==> config.mk <==
export PLATFORM = sky130hd
export DESIGN_NAME = wdt_stop_reset_ctrl
export DESIGN_NICKNAME = d
export VERILOG_FILES = /design/src/rtl/wsr_pkg.sv /design/src/rtl/wsr_wdog.sv /design/src/rtl/wsr_wake_qual.sv /design/src/rtl/wsr_rst_seq.sv /design/src/rtl/wdt_stop_reset_ctrl.sv
export SDC_FILE = /design/constraint.sdc
export NUM_CORES = 1
export LEC_CHECK = 0
export CORE_ASPECT_RATIO = 1.4
export CORE_MARGIN = 3
export CORE_UTILIZATION = 48
export CTS_CLUSTER_DIAMETER = 40
export DETAILED_ROUTE_END_ITERATION = 8
export DONT_BUFFER_PORTS = 1
export PLACE_DENSITY = 0.64
export SYNTH_ARGS = -nofsm -noshare
export SYNTH_HDL_FRONTEND = slang
export SYNTH_SLANG_ARGS = --single-unit
export TNS_END_PERCENT = 100
==> constraint.sdc <==
create_clock -name clk -period 3.9 [get_ports clk]
set_clock_uncertainty 0.2 [all_clocks]
set_input_delay 0.78 -clock clk [delete_from_list [all_inputs] [get_ports clk]]
set_output_delay 0.78 -clock clk [all_outputs]
set_load 0.03 [all_outputs]
==> src/rtl/wsr_pkg.sv <==
// Shared types and constants for the watchdog / stop-recovery reset controller.
// Assumes 8-bit control registers with the field positions listed in the brief.
package wsr_pkg;
    typedef enum logic [1:0] {S_DLY = 2'd0, S_RUN = 2'd1, S_STOP = 2'd2} rst_state_t;

    localparam logic [7:0] WDM_DEF   = 8'h00;  // shortest timeout, no counting in stop
    localparam logic [7:0] WDM_WMASK = 8'h7B;  // bits 7 and 2 unused
    localparam logic [7:0] SMR_DEF   = 8'h20;  // delay timer in use
    localparam logic [7:0] SMR_KEEP  = 8'h60;  // bits kept across stop recovery
endpackage

==> src/rtl/wsr_wdog.sv <==
// Watchdog counter. Idle until restarted; counts while cnt_allow is high;
// raises timeout on the edge where the count sits at the selected limit.
// Assumes halt is high while the core is held in reset.
module wsr_wdog #(
    parameter int CNT_W    = 16,
    parameter int TAP_BASE = 4,
    parameter int SEL_W    = 5
) (
    input  logic             clk,
    input  logic             rst_n,
    input  logic             restart,
    input  logic             cnt_allow,
    input  logic             halt,
    input  logic [SEL_W-1:0] sel,
    output logic             en_q,
    output logic             timeout
);
    logic [CNT_W-1:0] cnt_q;
    logic [CNT_W-1:0] limit;
    logic [CNT_W:0]   span;

    // Decode the timeout select into a terminal count (power of two minus one).
    always_comb begin
        int e;
        e = TAP_BASE + int'(sel);
        if (e > CNT_W) e = CNT_W;
        span  = ({{CNT_W{1'b0}}, 1'b1} << e) - {{CNT_W{1'b0}}, 1'b1};
        limit = span[CNT_W-1:0];
    end

    // Terminal count reached on a counting edge, unless a restart wins.
    assign timeout = en_q && cnt_allow && !restart && !halt && (cnt_q == limit);

    // Counter and enable state.
    always_ff @(posedge clk) begin
        if (!rst_n || halt) begin
            en_q  <= 1'b0;
            cnt_q <= '0;
        end else if (restart) begin
            en_q  <= 1'b1;
            cnt_q <= '0;
        end else if (timeout) begin
            en_q  <= 1'b0;
            cnt_q <= '0;
        end else if (en_q && cnt_allow) begin
            cnt_q <= cnt_q + 1'b1;
        end
    end
endmodule

==> src/rtl/wsr_wake_qual.sv <==
// Wake qualifier. In stop, accepts a wake either at once or after it has been
// high for WAKE_MIN consecutive edges. Assumes armed is high only in stop.
module wsr_wake_qual #(
    parameter int WAKE_MIN = 10
) (
    input  logic clk,
    input  logic rst_n,
    input  logic armed,
    input  logic wake,
    input  logic need_long,
    output logic accept
);
    localparam int WK_W = $clog2(WAKE_MIN + 1);
    localparam logic [WK_W-1:0] WK_LAST = WK_W'(WAKE_MIN - 1);

    logic [WK_W-1:0] run_q;

    // Accept when wake is high and, if required, has been high long enough.
    assign accept = armed && wake && (!need_long || (run_q == WK_LAST));

    // Count consecutive high wake cycles while armed.
    always_ff @(posedge clk) begin
        if (!rst_n || !armed || !wake) run_q <= '0;
        else if (run_q != WK_LAST)     run_q <= run_q + 1'b1;
    end
endmodule

==> src/rtl/wsr_rst_seq.sv <==
// Reset sequencer. Holds the core in reset for a delay, runs, enters stop,
// and leaves stop or run on watchdog timeout or accepted wake.
// Assumes wd_to has priority over wake_ok.
module wsr_rst_seq
    import wsr_pkg::*;
#(
    parameter int DLY_LEN = 64
) (
    input  logic       clk,
    input  logic       rst_n,
    input  logic       wd_to,
    input  logic       stop_req,
    input  logic       wake_ok,
    input  logic       long_dly,
    output rst_state_t state_q
);
    localparam int DLY_W = $clog2(DLY_LEN);
    localparam logic [DLY_W-1:0] DLY_TOP = DLY_W'(DLY_LEN - 1);

    logic [DLY_W-1:0] dly_q;

    // State transitions and reset delay countdown.
    always_ff @(posedge clk) begin
        if (!rst_n) begin
            state_q <= S_DLY;
            dly_q   <= DLY_TOP;
        end else begin
            case (state_q)
                S_DLY: begin
                    if (dly_q == '0) state_q <= S_RUN;
                    else             dly_q   <= dly_q - 1'b1;
                end
                S_RUN: begin
                    if (wd_to) begin
                        state_q <= S_DLY;
                        dly_q   <= DLY_TOP;
                    end else if (stop_req) begin
                        state_q <= S_STOP;
                    end
                end
                S_STOP: begin
                    if (wd_to) begin
                        state_q <= S_DLY;
                        dly_q   <= DLY_TOP;
                    end else if (wake_ok) begin
                        state_q <= S_DLY;
                        dly_q   <= long_dly ? DLY_TOP : '0;
                    end
                end
                default: state_q <= S_DLY;
            endcase
        end
    end
endmodule

==> src/rtl/wdt_stop_reset_ctrl.sv <==
// Watchdog and stop-recovery reset controller top. Owns the mode and stop
// control registers and applies the per-reset-type retention rules.
// Assumes a synchronous active-low power-on reset.
module wdt_stop_reset_ctrl
    import wsr_pkg::*;
#(
    parameter int CNT_W    = 16,
    parameter int TAP_BASE = 4,
    parameter int DLY_LEN  = 64,
    parameter int WAKE_MIN = 10
) (
    input  logic       clk,
    input  logic       por_rst_n,
    input  logic       wd_restart,
    input  logic       stop_enter,
    input  logic       wake_src,
    input  logic       reg_wr,
    input  logic       reg_sel,
    input  logic [7:0] reg_wdata,
    output logic       core_rst_n,
    output logic       rst_from_stop,
    output logic [7:0] wdmode_q,
    output logic [7:0] stopctl_q
);
    localparam int SEL_W = 5;

    rst_state_t state_q;
    logic       wd_en, wd_to, wake_ok, stop_wake;
    logic       run, stopped;

    assign run       = (state_q == S_RUN);
    assign stopped   = (state_q == S_STOP);
    assign stop_wake = stopped && wake_ok && !wd_to;

    wsr_wdog #(.CNT_W(CNT_W), .TAP_BASE(TAP_BASE), .SEL_W(SEL_W)) u_wdog (
        .clk      (clk),
        .rst_n    (por_rst_n),
        .restart  (wd_restart && run),
        .cnt_allow(run || (stopped && wdmode_q[3])),
        .halt     (state_q == S_DLY),
        .sel      ({wdmode_q[6:4], wdmode_q[1:0]}),
        .en_q     (wd_en),
        .timeout  (wd_to)
    );

    wsr_wake_qual #(.WAKE_MIN(WAKE_MIN)) u_wake (
        .clk      (clk),
        .rst_n    (por_rst_n),
        .armed    (stopped),
        .wake     (wake_src),
        .need_long(!stopctl_q[5]),
        .accept   (wake_ok)
    );

    wsr_rst_seq #(.DLY_LEN(DLY_LEN)) u_seq (
        .clk     (clk),
        .rst_n   (por_rst_n),
        .wd_to   (wd_to),
        .stop_req(stop_enter),
        .wake_ok (wake_ok),
        .long_dly(stopctl_q[5]),
        .state_q (state_q)
    );

    // Register updates with per-reset-type retention and the write lock.
    always_ff @(posedge clk) begin
        if (!por_rst_n) begin
            wdmode_q  <= WDM_DEF;
            stopctl_q <= SMR_DEF;
        end else if (wd_to) begin
            stopctl_q <= SMR_DEF;
            if (run) wdmode_q <= WDM_DEF;
        end else if (stop_wake) begin
            stopctl_q <= (stopctl_q & SMR_KEEP) | (SMR_DEF & ~SMR_KEEP & 8'h7F) | 8'h80;
        end else if (reg_wr && run) begin
            if (!reg_sel && !wd_en) wdmode_q <= reg_wdata & WDM_WMASK;
            if (reg_sel)            stopctl_q <= {stopctl_q[7], reg_wdata[6:0]};
        end
    end

    assign core_rst_n    = (state_q != S_DLY);
    assign rst_from_stop = stopctl_q[7];
endmodule

==> results of run 1 <==
==> worst max-delay path, stage by stage, from the launching register on <==
cell,delay [ns]
dfxtp_2,0.35
ha_2,0.28
nor2b_2,0.13
o21a_1,0.19
nand3b_1,0.10
ha_2,0.22
buf_4,0.14
or4b_1,0.49
o22ai_1,0.17
a211oi_1,0.08
nor4bb_2,0.39
and4_1,0.31
buf_12,0.16
a211oi_2,0.11
a22o_1,0.27
==> cells in the mapped netlist (all sizes together), types with 9 or more instances <==
master	n
dfxtp	43
nor2	29
a21oi	24
nand2	23
and2	16
o21ai	15
xnor2	15
nand3	14
buf	13
clkbuf	12
inv	12
ha	11
nand4	10
nor4	9
==> flip-flops by register name, indices dropped and copies added, names as in the netlist <==
signal / count
wdmode_q: 6
u_seq.state_q: 2
u_wake.run_q: 4
u_wdog.cnt_q: 16
stopctl_q: 8
u_wdog.en_q: 1
u_seq.dly_q: 6
==> logic make-up (layout without fill, tap and decap cells) <==
logic type / Yosys count / in the layout / share of synthesized area, %
other: 1 / 2 / 0.127
AO/OA/AOI/OAI: 93 / 93 / 22.5
XOR/XNOR: 22 / 22 / 6.97
flip-flops: 43 / 43 / 29.1
buffers and inverters: 38 / 36 / 6.00
AND/OR/NAND/NOR: 148 / 148 / 27.3
adder cells (fa/ha/maj): 11 / 11 / 4.65
multiplexers: 10 / 10 / 3.46
==> through the flow <==
stage,utilization [%],instances,total power [mW]
floorplan,-,367,0.473
global placement,51.7,427,0.474
detailed placement,51.7,427,0.474
CTS,53.2,435,0.777
global route,53.8,435,0.797
finish,53.8,435,0.758
==> layer usage <==
metal / up-vias / part of all wire, % / GRT usage, %
met2: 72 / 51 / 34.6
met4: 0 / 2.9 / 9.52
met3: 16 / 4.7 / 5.00
met5: - / 0 / 0
li1: 1326 / - / -
met1: 1238 / 42 / 25.1
==> power by group <==
group          switching (mW)  internal, mW
Clock                   0.166         0.128
Sequential            0.00303         0.441
Combinational          0.0132       0.00641
Total                   0.182         0.576
==> worst max-delay path by stage <==
stage | cells past startpoint | slack (ns) | end | from
floorplan | 15 | 0.01 | u_seq.state_q[1] | wdmode_q[4]
global placement | 14 | 0.09 | wdmode_q[1] | wdmode_q[4]
detailed placement | 14 | 0.07 | wdmode_q[3] | wdmode_q[4]
CTS | 14 | 0.04 | wdmode_q[3] | wdmode_q[4]
global route | 14 | 0.02 | wdmode_q[4] | wdmode_q[4]
finish | 14 | 0.21 | wdmode_q[6] | wdmode_q[4]
==> area by class of cell <==
| class | count | area (sq um) |
|---|---|---|
| Fill cell | 577 | 2730 |
| Multi-Input combinational cell | 286 | 1960 |
| Tap cell | 70 | 87.6 |
| Clock buffer | 5 | 68.8 |
| Clock inverter | 3 | 23.8 |
| Sequential cell | 43 | 862 |
| Timing Repair Buffer | 15 | 125 |
| Inverter | 13 | 48.8 |
==> flow_summary.json, run 1 <==
{
  "setup_ws_ns": 0.206,
  "max_freq_mhz": 271,
  "dr.pass1.iters": 5,
  "r2r-start": "wdmode_q[4]",
  "r2r_end": "wdmode_q[6]",
  "async_reset_ff_share_pct": 0,
  "cts_buffers": 5,
  "hold_viol_final": 0,
  "dpl_worst_slack_ns": 0.0702,
  "p_leak_nw": 1.24,
  "synth.top_cell.area_share_pct": 29.1,
  "antenna_found_initial": 0,
  "relSlewSlack_pct": 59.8,
  "synth-edff-count": 0,
  "design.die.area_sq_mm": 0.00716,
  "crit_arrival_ns": 3.69,
  "io_pins": 33,
  "setup_viol": 0,
  "clk_latency_ns": 0.30,
  "drtIter0Drc": 266,
  "p_per_area_mw_per_mm2": 238,
  "core_area_sq_mm": 0.00590,
  "die_h_um": 99.0,
  "start_util_pct": 50.2,
  "root_buffer": "clkbuf_8",
  "num_rows": 33,
  "cts_tree": "done",
  "wl_per_cell_um": 16.5,
  "drive_gt1_share_pct": 11.8,
  "holdPathEnd": "u_wdog.en_q",
  "crit_fanout": 16,
  "hpwlAfterDp_um": 5380,
  "rsz0062_at_grt": "no",
  "nets": 390,
  "synth_area_leader_cell": "dfxtp_1",
  "whs_path_depth": 2,
  "critical_path_class": "flop to flop",
  "layout_commonest_cell": "dfxtp_1",
  "drc": 0,
  "ir_drop_v": 0.000237,
  "worstHoldStart": "u_wdog.en_q",
  "fin_crit_sh_pct": 94.7,
  "ant_nets": 0,
  "cts_setup_buffers": 0,
  "hold_ws_ns": 0.311,
  "io_buffer_count": 0,
  "grt_pass1_vias": 2524,
  "synth_flop_cell": "dfxtp_1",
  "vias": 2652,
  "vias_per_cell": 6.10,
  "critPathLaunchType": "flop",
  "netlist-cell-type-count": 69,
  "cts.clk_slew.worst_paths_ns": 0.09,
  "cts_sinks": 43,
  "routed_wl_um": 7200,
  "placed_cell_area_sq_mm": 0.00305,
  "ctsHoldBuffers": 0,
  "overflow": 0,
  "yosys-top-cells-area": "dfxtp_1 (29%), ha_1 (4.6%), xnor2_1 (4.4%), a21oi_1 (3.9%), nor2_1 (3.7%)",
  "end_kind": "flop",
  "h-tree-depth": 2,
  "status": "finished, final reports clean",
  "r2r_slack_ns": 0.21,
  "fin_setup_tns_ns": 0,
  "hold_path.class": "flop to flop",
  "cts_resized": 0,
  "design_area_sq_mm": 0.00318,
  "crit_required_ns": 3.89,
  "syn_area_sq_mm": 0.00296,
  "fp.dieW_um": 72.4,
  "clk_path_buf_depth": 2,
  "report.final.slew_viol_count": 0,
  "place_congestion": 0.848,
  "worstMarginPinSlew_ns": 0.603,
  "final.min_clock_period_ns": 3.69,
  "synth_seq_area_share_pct": 29.1,
  "diodes": 0,
  "final_cell_mix": "dfxtp_1 (42), nor2_1 (28), nand2_1 (23), a21oi_1 (23), and2_1 (16)",
  "grt_pass1_wl_um": 12200,
  "grt_max_degree": 25,
  "ys_seq_elements": 43,
  "syn_inst": 366,
  "area_growth_pct": 7.22,
  "ys_warn_count": 0,
  "grt_usage_pct": 20.9,
  "avgSynthCellArea_sq_um": 8.10,
  "reg2regPathDepth": 14,
  "cap_violations": 0
}
Note: power is estimated with default switching activity, not from simulation.
==> run 2, diff against run 1 <==
==> constraint.sdc (replaced) <==
create_clock -name clk -period 3.9 [get_ports clk]
set_clock_uncertainty 0.2 [all_clocks]
set_input_delay 1.17 -clock clk [delete_from_list [all_inputs] [get_ports clk]]
set_output_delay 1.17 -clock clk [all_outputs]
set_load 0.03 [all_outputs]
==> flow_summary.json, run 2 (synthesis gave the netlist of run 1 again) <==
{
  "regMostFlops": "u_wdog.cnt_q",
  "vias": 2688,
  "report.final.slew_viol_count": 0,
  "drtIter0Drc": 181,
  "routed_wl_um": 7180,
  "io_pins": 33,
  "p_per_area_mw_per_mm2": 241,
  "p_int_mw": 0.576,
  "ir_drop_v": 0.000187,
  "setup_viol": 0,
  "max_freq_mhz": 272,
  "layout_commonest_cell": "dfxtp_1",
  "end_kind": "flop",
  "combPwrFrac_pct": 2.6,
  "final_core_util_pct": 53.5,
  "status": "finished, final reports clean",
  "critPathLaunchType": "flop",
  "cts_sinks": 43,
  "largest_reg_flops": 16,
  "ant_nets": 0,
  "crit_required_ns": 3.88,
  "drc": 0,
  "crit_chain": "ha_1 > nor2b_2 > o21a_1 > nand3b_1 > ha_2 > buf_4 > nor2b_1 > o21ai_0 > a2111oi_0 > a2111o_1 > nor4_2 > nand4_1 > buf_4 > a311oi_2 > o31ai_2",
  "grt_max_degree": 25,
  "drive_gt1_share_pct": 11.4,
  "area_growth_pct": 6.71,
  "final_cell_mix": "dfxtp_1 (43), nor2_1 (29), nand2_1 (23), a21oi_1 (23)",
  "clock_power_share_pct": 39.1,
  "pwr-share-seq_pct": 58.3,
  "p_leak_nw": 1.24,
  "overflow": 0,
  "crit_slowest_cell": "dfxtp_1",
  "critPathMostFrequentCell": "buf_4",
  "grt_usage_pct": 20.7,
  "root_buffer": "clkbuf_8",
  "clk_latency_ns": 0.30,
  "worstMarginPinSlew_ns": 0.612,
  "final.min_clock_period_ns": 3.68,
  "dr.pass1.iters": 5,
  "dpl_worst_slack_ns": 0.0123,
  "fp.dieW_um": 72.4,
  "vias_per_cell": 6.15,
  "cap_violations": 0,
  "power_switching_mw": 0.186,
  "antenna_found_initial": 0,
  "cts.clk_slew.worst_paths_ns": 0.09,
  "placedCellCount": 428,
  "cts_tree": "done",
  "diodes": 0,
  "design.die.area_sq_mm": 0.00716,
  "crit_fanout": 12,
  "clk_path_buf_depth": 2,
  "fin_setup_tns_ns": 0,
  "critical_path_class": "flop to flop",
  "design_area_sq_mm": 0.00316,
  "start_util_pct": 50.2,
  "placed_cell_area_sq_mm": 0.00305,
  "fin_cells": 437,
  "crit_path_max_incr_delay_ns": 0.33,
  "multi_input_area_sq_mm": 0.00194,
  "io_buffer_count": 0,
  "top_regs": "u_wdog.cnt_q (16), stopctl_q (8)",
  "num_rows": 33,
  "cts_buffers": 5,
  "wl_per_cell_um": 16.4,
  "grt_pass1_vias": 2542,
  "place_congestion": 0.877,
  "nFillCells": 587,
  "crit_arrival_ns": 3.66,
  "h-tree-depth": 2,
  "relSlewSlack_pct": 59.1,
  "nets": 392,
  "fin_crit_sh_pct": 94.3,
  "reg2regPathDepth": 15,
  "setup_ws_ns": 0.223,
  "die_h_um": 99.0,
  "hold_path.class": "flop to flop",
  "core_area_sq_mm": 0.00590,
  "whs_path_depth": 2,
  "switching_share_pct": 24.4,
  "final-seq-area_sq_um": 861,
  "hold_viol_final": 0,
  "grt_pass1_wl_um": 12000,
  "hpwlAfterDp_um": 5440
}
[run 2: changes by cell type in the layout (fill, tap and decap cells not counted), sizes merged]
cell and change:
buf +2
[run 2: final timing paths]
check | startpoint | end | slack (ns)
setup / recovery | wdmode_q[4] | u_seq.dly_q[2] | 0.22
hold / removal | u_wdog.en_q | u_wdog.en_q | 0.30
setup reg to reg | wdmode_q[4] | u_seq.dly_q[2] | 0.22
hold reg to reg | u_wdog.en_q | u_wdog.en_q | 0.30
[run 2: routing by layer]
| metal | GRT usage [%] | part of all wire (%) |
|---|---|---|
| met3 | 3.88 | 4.6 |
| met2 | 35.9 | 50 |
| met4 | 9.94 | 3.8 |
| met5 | 0 | 0 |
| met1 | 24.1 | 41 |
[run 2: stage by stage]
stage	total power [mW]	hold WS, ns
after floorplan	0.473	0.253
after global placement	0.473	0.295
after detailed placement	0.474	0.291
after CTS	0.774	0.303
after global routing	0.793	0.361
final	0.762	0.297
[run 2: layout make-up]
cell class / instances / area share (%)
clock buffer: 5 / 2.18
clock inverter: 3 / 0.752
inverter: 13 / 1.54
multi-input combinational: 286 / 61.4
sequential: 43 / 27.2
tap: 70 / 2.77
timing repair buffer: 17 / 4.16
[run 2: what timing repair did]
item,CTS,global route
endpoints found under the hold margin,0,0
setup endpoints to repair,2,31
pin swaps,1,1
hold buffers,0,0
setup buffers,1,0
gates resized for setup,0,7
[run 2: power by group through the flow]
stage	Combinational (mW)	Sequential (mW)	Clock (mW)
CTS	0.0198	0.444	0.310
global route	0.0221	0.445	0.326
detailed placement	0.0196	0.455	0
finish	0.0197	0.444	0.298
floorplan	0.0192	0.454	0
global placement	0.0189	0.454	0
[run 2: worst max-delay path, delay by kind of cell, from the launching register on]
kind | cells | cell delay (ns)
buf+inv | 2 | 0.35
compound gates | 6 | 1.32
simple gates | 5 | 0.82
flops | 1 | 0.33
fa+ha+maj | 2 | 0.52
